[src/rtl/dp_alu_pkg.sv]
// Package dp_alu_pkg
// Shared operation codes for the data-processing ALU.
// Assumes a 4-bit operation select; codes not listed act as a move.
package dp_alu_pkg;

    typedef enum logic [3:0] {
        OP_MOV = 4'd0,
        OP_MVN = 4'd1,
        OP_ADD = 4'd2,
        OP_ADC = 4'd3,
        OP_SUB = 4'd4,
        OP_SBC = 4'd5,
        OP_RSB = 4'd6,
        OP_RSC = 4'd7
    } dp_op_e;

endpackage

[src/rtl/dp_operand_sel.sv]
// Module dp_operand_sel
// Maps the operation code onto the inputs of a single adder. Every
// subtract form is expressed as a + ~b + cin, so one adder serves all
// arithmetic codes. Also reports whether the code is a move form.
// Assumes: combinational, no state; codes 8..15 are treated as a move.
module dp_operand_sel
    import dp_alu_pkg::*;
#(
    parameter int WIDTH = 32
) (
    input  logic [3:0]       op_sel,
    input  logic [WIDTH-1:0] opa,
    input  logic [WIDTH-1:0] opb,
    input  logic             carry_in,
    output logic [WIDTH-1:0] add_a,
    output logic [WIDTH-1:0] add_b,
    output logic             add_cin,
    output logic             is_move,
    output logic             is_inv_move
);

    // Purpose: pick adder operands and carry-in for each operation.
    always_comb begin
        add_a       = opa;
        add_b       = opb;
        add_cin     = 1'b0;
        is_move     = 1'b0;
        is_inv_move = 1'b0;
        case (op_sel)
            OP_ADD: begin
                add_cin = 1'b0;
            end
            OP_ADC: begin
                add_cin = carry_in;
            end
            OP_SUB: begin
                add_b   = ~opb;
                add_cin = 1'b1;
            end
            OP_SBC: begin
                add_b   = ~opb;
                add_cin = carry_in;
            end
            OP_RSB: begin
                add_a   = opb;
                add_b   = ~opa;
                add_cin = 1'b1;
            end
            OP_RSC: begin
                add_a   = opb;
                add_b   = ~opa;
                add_cin = carry_in;
            end
            OP_MVN: begin
                is_move     = 1'b1;
                is_inv_move = 1'b1;
            end
            default: begin
                is_move = 1'b1;
            end
        endcase
    end

endmodule

[src/rtl/dp_adder.sv]
// Module dp_adder
// WIDTH-bit binary adder with carry-in. Returns the sum, the unsigned
// carry out of the top bit and the two's-complement overflow indication.
// Assumes: combinational; operands are already inverted for subtraction.
module dp_adder #(
    parameter int WIDTH = 32
) (
    input  logic [WIDTH-1:0] a,
    input  logic [WIDTH-1:0] b,
    input  logic             cin,
    output logic [WIDTH-1:0] sum,
    output logic             cout,
    output logic             ovf
);

    localparam int MSB = WIDTH - 1;

    logic [WIDTH:0] wide_sum;

    // Purpose: one wide addition gives the sum and the carry out together.
    always_comb begin
        wide_sum = {1'b0, a} + {1'b0, b} + {{WIDTH{1'b0}}, cin};
        sum      = wide_sum[MSB:0];
        cout     = wide_sum[WIDTH];
    end

    // Purpose: overflow when both addends share a sign the sum lacks.
    always_comb begin
        ovf = (a[MSB] == b[MSB]) && (sum[MSB] != a[MSB]);
    end

endmodule

[src/rtl/dp_flag_gen.sv]
// Module dp_flag_gen
// Forms the candidate N, Z, C and V flags from the selected result.
// Move forms take C from the shifter and keep the incoming V.
// Assumes: combinational; the caller decides whether to latch the flags.
module dp_flag_gen #(
    parameter int WIDTH = 32
) (
    input  logic [WIDTH-1:0] res,
    input  logic             is_move,
    input  logic             shift_carry,
    input  logic             ovf_in,
    input  logic             add_cout,
    input  logic             add_ovf,
    output logic             flag_n,
    output logic             flag_z,
    output logic             flag_c,
    output logic             flag_v
);

    localparam int MSB = WIDTH - 1;

    // Purpose: sign and zero flags come from the result in every mode.
    always_comb begin
        flag_n = res[MSB];
        flag_z = ~|res;
    end

    // Purpose: carry and overflow depend on whether the adder was used.
    always_comb begin
        if (is_move) begin
            flag_c = shift_carry;
            flag_v = ovf_in;
        end else begin
            flag_c = add_cout;
            flag_v = add_ovf;
        end
    end

endmodule

[src/rtl/dp_alu.sv]
// Module dp_alu (top)
// Combinational data-processing ALU: moves, inverted moves, add, subtract
// and reverse subtract, each with a carry-using form. Borrow is the
// inverse of carry. The set-flags request passes through as flag_we.
// Assumes: operand 2 is already shifted; no clock and no reset inside.
module dp_alu
    import dp_alu_pkg::*;
#(
    parameter int WIDTH = 32
) (
    input  logic [3:0]       op_sel,
    input  logic [WIDTH-1:0] opa,
    input  logic [WIDTH-1:0] opb,
    input  logic             carry_in,
    input  logic             shift_carry,
    input  logic             ovf_in,
    input  logic             set_flags,
    output logic [WIDTH-1:0] result,
    output logic             flag_n,
    output logic             flag_z,
    output logic             flag_c,
    output logic             flag_v,
    output logic             flag_we
);

    logic [WIDTH-1:0] add_a;
    logic [WIDTH-1:0] add_b;
    logic             add_cin;
    logic             is_move;
    logic             is_inv_move;
    logic [WIDTH-1:0] add_sum;
    logic             add_cout;
    logic             add_ovf;

    dp_operand_sel #(.WIDTH(WIDTH)) u_sel (
        .op_sel      (op_sel),
        .opa         (opa),
        .opb         (opb),
        .carry_in    (carry_in),
        .add_a       (add_a),
        .add_b       (add_b),
        .add_cin     (add_cin),
        .is_move     (is_move),
        .is_inv_move (is_inv_move)
    );

    dp_adder #(.WIDTH(WIDTH)) u_add (
        .a    (add_a),
        .b    (add_b),
        .cin  (add_cin),
        .sum  (add_sum),
        .cout (add_cout),
        .ovf  (add_ovf)
    );

    // Purpose: choose between the move path and the adder sum.
    always_comb begin
        if (is_inv_move)  result = ~opb;
        else if (is_move) result = opb;
        else              result = add_sum;
    end

    dp_flag_gen #(.WIDTH(WIDTH)) u_flags (
        .res         (result),
        .is_move     (is_move),
        .shift_carry (shift_carry),
        .ovf_in      (ovf_in),
        .add_cout    (add_cout),
        .add_ovf     (add_ovf),
        .flag_n      (flag_n),
        .flag_z      (flag_z),
        .flag_c      (flag_c),
        .flag_v      (flag_v)
    );

    // Purpose: flags are only presented; the write decision is the caller's.
    always_comb begin
        flag_we = set_flags;
    end

    // Purpose: guard the port-level relations the requirements promise.
    always_comb begin
        if (op_sel == OP_MOV || op_sel > OP_RSC) begin
            assert_move_pass_R1: assert (result == opb && flag_c == shift_carry)
                else $error("move result or carry wrong");
            assert_move_keeps_v_R12: assert (flag_v == ovf_in)
                else $error("move changed overflow");
        end
        if (op_sel == OP_ADD) begin
            assert_add_carry_R3: assert (flag_c == (opb > ~opa))
                else $error("add carry wrong");
        end
        if (op_sel == OP_SUB) begin
            assert_sub_noborrow_R5: assert (flag_c == (opa >= opb))
                else $error("subtract carry wrong");
        end
        if (op_sel == OP_RSB) begin
            assert_rsb_noborrow_R7: assert (flag_c == (opb >= opa))
                else $error("reverse subtract carry wrong");
        end
        assert_zero_flag_R9: assert (flag_z == (result == '0))
            else $error("zero flag disagrees with result");
    end

endmodule

[config.mk]
export PLATFORM = sky130hd
export DESIGN_NAME = dp_alu
export DESIGN_NICKNAME = d
export VERILOG_FILES = /design/src/rtl/dp_alu_pkg.sv /design/src/rtl/dp_operand_sel.sv /design/src/rtl/dp_adder.sv /design/src/rtl/dp_flag_gen.sv /design/src/rtl/dp_alu.sv
export SDC_FILE = /design/constraint.sdc
export NUM_CORES = 1
export LEC_CHECK = 0
export ABC_AREA = 1
export CAP_MARGIN = 20
export CORE_ASPECT_RATIO = 1.75
export CORE_UTILIZATION = 57
export DETAILED_ROUTE_END_ITERATION = 6
export PLACE_DENSITY = 0.91
export SLEW_MARGIN = 20
export SYNTH_ARGS = -nofsm -noshare
export SYNTH_HDL_FRONTEND = slang
export SYNTH_SLANG_ARGS = --single-unit
[constraint.sdc]
create_clock -name vclk -period 10.4
set_input_delay 3.12 -clock vclk [all_inputs]
set_output_delay 3.12 -clock vclk [all_outputs]
set_load 0.01 [all_outputs]
==> results of run 1 <==
layer usage:
metal	GRT overflow	GRT usage, %
met5	0	2.08
met4	1	46.7
met3	0	21.7
met2	0	77.3
met1	0	45.6
cells by family after synthesis:
group	after synthesis	share of synthesized area (%)
fa+ha+maj	33	9.93
xor+xnor	2	0.407
simple gates	564	55.9
compound gates	115	17.1
buf+inv	182	16.6
cell usage after synthesis (all sizes together) (5+ instances only):
cell and number:
o21ai 36, a221oi 31, ha 31, nand3b 10, nor3 5, nand4 7, nand2 364, nand3 76
inv 154, a21oi 36, clkbuf 17, nor2 94, buf 11, and2 5
stage by stage:
stage,hold slack (ns),worst slack (ns),instance area [um^2],std cells,utilization [%]
2_1_floorplan,6.33,1.26,4310,896,-
3_3_place_gp,6.24,0.122,5440,1070,74.7
3_5_place_dp,6.24,0.0535,5440,1070,74.7
4_1_cts,6.24,0.0435,5440,1070,74.7
==> impl_metrics.xml, run 1 <==
<?xml version="1.0" encoding="UTF-8"?>
<metrics>
  <group name="logic_synthesis">
    <metric name="synthesis.area_per_instance" unit="um^2">4.81</metric>
    <metric name="netlist.area_leader.share" unit="%">30.3</metric>
    <metric name="yosys.cell_types.count" unit="">41</metric>
    <metric name="post_synth_main_area_contributors" unit="">sky130_fd_sc_hd__nand2_1, sky130_fd_sc_hd__inv_1, sky130_fd_sc_hd__ha_1</metric>
    <metric name="yosys_warnings" unit="">0</metric>
    <metric name="synth_top_cell_by_area" unit="">sky130_fd_sc_hd__nand2_1</metric>
    <metric name="syn-instance-count" unit="">896</metric>
    <metric name="synth.net_count" unit="">1001</metric>
    <metric name="fraction_of_the_yosys_area_taken_by_sequential_cells" unit="%">0</metric>
    <metric name="synth.cell_area" unit="mm^2">0.00431</metric>
  </group>
  <group name="status">
    <metric name="error" unit="">[ERROR GRT-0116] Global routing finished with congestion. Check the congestion regions in the DRC Viewer.</metric>
    <metric name="stop_stage" unit="">global routing (5_1_grt)</metric>
    <metric name="status" unit="">did not finish</metric>
  </group>
  <group name="global_routing">
    <metric name="remaining_global_route_overflow" unit="">1</metric>
    <metric name="grt_usage" unit="%">49.1</metric>
    <metric name="global_route_wire_length_before_repair" unit="um">28900</metric>
    <metric name="first_global_vias" unit="">5949</metric>
    <metric name="grt_max_degree" unit="">44</metric>
  </group>
  <group name="floorplanning">
    <metric name="die-height" unit="um">117</metric>
    <metric name="starting_density_of_the_core" unit="%">59.1</metric>
    <metric name="rows" unit="">41</metric>
    <metric name="io_pins" unit="">109</metric>
    <metric name="die_w" unit="um">67.7</metric>
  </group>
  <group name="placed_design">
    <metric name="io_buffers" unit="">107</metric>
    <metric name="detailedPlacementHpwl" unit="um">13600</metric>
    <metric name="finalWeightedCongestion" unit="">1.06</metric>
  </group>
  <group name="clocking">
    <metric name="ctsHoldBuffers" unit="">0</metric>
    <metric name="setup_bufs_post_cts" unit="">0</metric>
    <metric name="ctsResizeCount" unit="">0</metric>
  </group>
</metrics>
==> run 2: changes to the inputs <==
CORE_ASPECT_RATIO = default   (was 1.75)
CORE_UTILIZATION = 40   (was 57)
PLACE_DENSITY = default   (was 0.91)
PLACE_DENSITY_LB_ADDON = 0.15   (was default)
==> impl_metrics.xml, run 2 <==
<?xml version="1.0" encoding="UTF-8"?>
<metrics>
  <group name="final_layout">
    <metric name="area_growth_syn_to_layout" unit="%">29.5</metric>
    <metric name="final_core_util" unit="%">53.8</metric>
    <metric name="most_common_cell_after_layout_fill_and_taps_aside" unit="">sky130_fd_sc_hd__nand2_1</metric>
    <metric name="fillerInstances" unit="">1158</metric>
    <metric name="num-nets-final" unit="">1092</metric>
    <metric name="final_cell_mix" unit="">sky130_fd_sc_hd__nand2_1, sky130_fd_sc_hd__inv_1, sky130_fd_sc_hd__clkdlybuf4s50_1</metric>
    <metric name="n_clock_buffer" unit="">0</metric>
    <metric name="number_of_sequential_storage_elements" unit="">0</metric>
    <metric name="layout-drive-gt1-share" unit="%">6.70</metric>
    <metric name="post_route_cell_area" unit="mm^2">0.00558</metric>
    <metric name="seq_area" unit="um^2">0</metric>
    <metric name="n_antenna_cell" unit="">0</metric>
  </group>
  <group name="sta">
    <metric name="fin_hold_ws" unit="ns">6.24</metric>
    <metric name="timing.max_slew.rel_slack" unit="%">51.4</metric>
    <metric name="hold_viol_final" unit="">0</metric>
    <metric name="layout_min_cycle_time" unit="ns">9.82</metric>
    <metric name="setup_tns_final" unit="ns">0</metric>
    <metric name="fmax" unit="GHz">0.102</metric>
    <metric name="grt_setup_unrepaired" unit="">false</metric>
    <metric name="maxSlewViolCount" unit="">0</metric>
    <metric name="post-route-period-util" unit="%">94.4</metric>
    <metric name="finalSetupViolations" unit="">0</metric>
    <metric name="tightest_slew" unit="ns">0.729</metric>
  </group>
  <group name="hold_path">
    <metric name="min_path_cells" unit="">0</metric>
    <metric name="hold_end" unit="">flag_we</metric>
    <metric name="min-delay-start" unit="">set_flags</metric>
    <metric name="hold_class" unit="">input pin to primary output</metric>
  </group>
  <group name="global_routing">
    <metric name="grt_antenna_before_repair" unit="">0</metric>
    <metric name="remaining_global_route_overflow" unit="">0</metric>
    <metric name="first_global_vias" unit="">5111</metric>
    <metric name="grt_util_met2" unit="%">42.8</metric>
    <metric name="grt_usage" unit="%">28.5</metric>
    <metric name="global_route_wire_length_before_repair" unit="um">25700</metric>
    <metric name="grt.met3_usage" unit="%">3.90</metric>
    <metric name="grt_most_used_layer" unit="">met1</metric>
    <metric name="grt_max_degree" unit="">41</metric>
    <metric name="global_route.usage.met1" unit="%">43.7</metric>
  </group>
  <group name="logic_synthesis">
    <metric name="synth.most_common_cell" unit="">sky130_fd_sc_hd__nand2_1</metric>
    <metric name="yosys-mux-area-fraction" unit="%">0</metric>
    <metric name="syn-instance-count" unit="">896</metric>
    <metric name="yosys_warnings" unit="">0</metric>
    <metric name="fraction_of_the_yosys_area_taken_by_sequential_cells" unit="%">0</metric>
    <metric name="synth_top_cell_by_area" unit="">sky130_fd_sc_hd__nand2_1</metric>
    <metric name="main_combinational_cell_family_by_area_after_synthesis" unit="">simple AND/OR/NAND/NOR gates</metric>
    <metric name="post_synth_main_area_contributors" unit="">sky130_fd_sc_hd__nand2_1, sky130_fd_sc_hd__inv_1, sky130_fd_sc_hd__ha_1</metric>
    <metric name="synth_simple_gate_area_share" unit="%">55.9</metric>
    <metric name="netlist.area_leader.share" unit="%">30.3</metric>
    <metric name="synth-xor-area-share" unit="%">0.407</metric>
    <metric name="synth-compound-area-share" unit="%">17.1</metric>
    <metric name="synth_top_cells_by_count" unit="">sky130_fd_sc_hd__nand2_1, sky130_fd_sc_hd__inv_1, sky130_fd_sc_hd__nor2_1, sky130_fd_sc_hd__nand3_1, sky130_fd_sc_hd__o21ai_0</metric>
    <metric name="adder_and_majority_cell_fraction_of_the_synthesized_area" unit="%">9.93</metric>
    <metric name="synth.net_count" unit="">1001</metric>
    <metric name="synth.cell_area" unit="mm^2">0.00431</metric>
    <metric name="yosys.cell_types.count" unit="">41</metric>
    <metric name="synthesis.area_per_instance" unit="um^2">4.81</metric>
  </group>
  <group name="clocking">
    <metric name="ctsHoldBuffers" unit="">0</metric>
    <metric name="setup_bufs_post_cts" unit="">0</metric>
  </group>
  <group name="pwr">
    <metric name="sw_frac_of_total" unit="%">59.5</metric>
    <metric name="power.share.clock" unit="%">0</metric>
    <metric name="power.share.sequential" unit="%">0</metric>
    <metric name="power_report.internal_total" unit="uW">166</metric>
    <metric name="p_leak" unit="uW">0.00308</metric>
    <metric name="power_switching" unit="uW">244</metric>
    <metric name="cellPowerDensity" unit="mW/mm^2">73.5</metric>
    <metric name="ir_worst_vdd" unit="mV">0.0325</metric>
    <metric name="power.share.combinational" unit="%">100.0</metric>
  </group>
  <group name="floorplanning">
    <metric name="die_area" unit="mm^2">0.0112</metric>
    <metric name="fp.coreArea" unit="mm^2">0.0104</metric>
    <metric name="starting_density_of_the_core" unit="%">41.5</metric>
    <metric name="die-height" unit="um">106</metric>
    <metric name="io_pins" unit="">109</metric>
    <metric name="rows" unit="">37</metric>
    <metric name="die_w" unit="um">106</metric>
  </group>
  <group name="worst_setup_path">
    <metric name="cp-end-kind" unit="">primary output</metric>
    <metric name="critical_path.startpoint_type" unit="">input pin</metric>
    <metric name="data_arrival_critical_path" unit="ns">6.70</metric>
    <metric name="critical_path.max_fanout" unit="">11</metric>
    <metric name="worst-endpoint-required" unit="ns">7.28</metric>
    <metric name="category_of_the_most_critical_setup_path" unit="">input pin to primary output</metric>
  </group>
  <group name="detailed_routing">
    <metric name="via_count" unit="">5782</metric>
    <metric name="antenna_left" unit="">0</metric>
    <metric name="post_drt_wl_per_cell" unit="um">14.2</metric>
    <metric name="drt_pass1_iterations" unit="">7</metric>
    <metric name="residual_drc_count" unit="">11</metric>
    <metric name="via_per_inst" unit="">5.16</metric>
    <metric name="wl" unit="um">15900</metric>
    <metric name="initialDrtViolationCount" unit="">516</metric>
  </group>
  <group name="status">
    <metric name="status" unit="">finished with violations</metric>
    <metric name="violated_checks" unit="">DRC</metric>
  </group>
  <group name="placed_design">
    <metric name="detailedPlacementHpwl" unit="um">12900</metric>
    <metric name="dpl-instance-area" unit="mm^2">0.00550</metric>
    <metric name="finalWeightedCongestion" unit="">0.975</metric>
    <metric name="io_buffers" unit="">107</metric>
  </group>
  <group name="job">
    <metric name="max_cap_viol_count" unit="">0</metric>
  </group>
</metrics>
[run 2: final cells by class]
cell class / instances / area, um^2 / area share, %
Multi-Input combinational cell: 714 / 3640 / 65.3
Timing Repair Buffer: 117 / 1180 / 21.1
Inverter: 154 / 586 / 10.5
Tap cell: 136 / 170 / 3.05
[run 2: worst max path at each step]
stage | start | end | cells after the start | slack [ns]
floorplan | op_sel[3] | flag_z | 22 | 1.26
global placement | op_sel[3] | flag_z | 21 | 0.004
detailed placement | op_sel[3] | flag_z | 23 | -0.01
CTS | op_sel[3] | flag_z | 22 | 0.03
global route | op_sel[3] | flag_c | 21 | 0.26
finish | op_sel[3] | flag_c | 21 | 0.58
[run 2: routing by layer]
metal / part of all wire, % / vias to the layer above
met5: 0 / -
met4: 0.49 / 0
met3: 8.7 / 6
met2: 41 / 236
met1: 49 / 2514
li1: - / 3026
[run 2: cell families (layout without fill, tap and decap cells)]
| logic type | Yosys count | in the layout |
|---|---|---|
| AOI/OAI and AO/OA | 115 | 115 |
| xor gates and xnor gates | 2 | 2 |
| adders and majority gates | 33 | 33 |
| buffers and inverters | 182 | 271 |
| and+or+nand+nor | 564 | 564 |
[run 2: repair_timing]
item                                   CTS  global route
setup endpoints to repair                1             1
endpoints found under the hold margin    0             0
gates resized for setup                  1            24
pin swaps                                0             1
[run 2: critical path: stages]
cell	delay, ns
sky130_fd_sc_hd__clkdlybuf4s50_1	0.45
sky130_fd_sc_hd__inv_2	0.12
sky130_fd_sc_hd__nand2_2	0.12
sky130_fd_sc_hd__nor2_4	0.19
sky130_fd_sc_hd__inv_4	0.09
sky130_fd_sc_hd__nand2_1	0.10
sky130_fd_sc_hd__o21ai_2	0.07
sky130_fd_sc_hd__fa_1	0.41
sky130_fd_sc_hd__inv_2	0.10
sky130_fd_sc_hd__fa_2	0.21
sky130_fd_sc_hd__nand2_1	0.08
sky130_fd_sc_hd__nand3_2	0.13
sky130_fd_sc_hd__nand3_1	0.10
sky130_fd_sc_hd__nand2_1	0.09
sky130_fd_sc_hd__nand2_1	0.07
sky130_fd_sc_hd__nand2_1	0.16
sky130_fd_sc_hd__nand2_2	0.13
sky130_fd_sc_hd__a21oi_1	0.16
sky130_fd_sc_hd__o21ai_0	0.09
sky130_fd_sc_hd__a21oi_1	0.13
sky130_fd_sc_hd__clkdlybuf4s50_1	0.56
[run 2: power groups by stage]
stage	logic [uW]	clock network, uW	registers, uW
global placement	398	0	0
floorplan	253	0	0
finish	410	0	0
detailed placement	397	0	0
global route	457	0	0
CTS	400	0	0
[run 2: through the flow]
step / cells / power, uW / setup slack [ns]
2_1_floorplan: 896 / 253 / 1.26
3_5_place_dp: 1121 / 397 / -0.0148
6_report: 1121 / 410 / 0.581
3_3_place_gp: 1121 / 398 / 0.00364
5_1_grt: 1121 / 457 / 0.261
4_1_cts: 1121 / 400 / 0.0325
(Power assumes the default switching activity.)
==> run 3: changes to the inputs <==
CAP_MARGIN = default   (was 20)
==> results of run 3 <==
No change in the layout: final DEF, timing and power equal those of run 2.
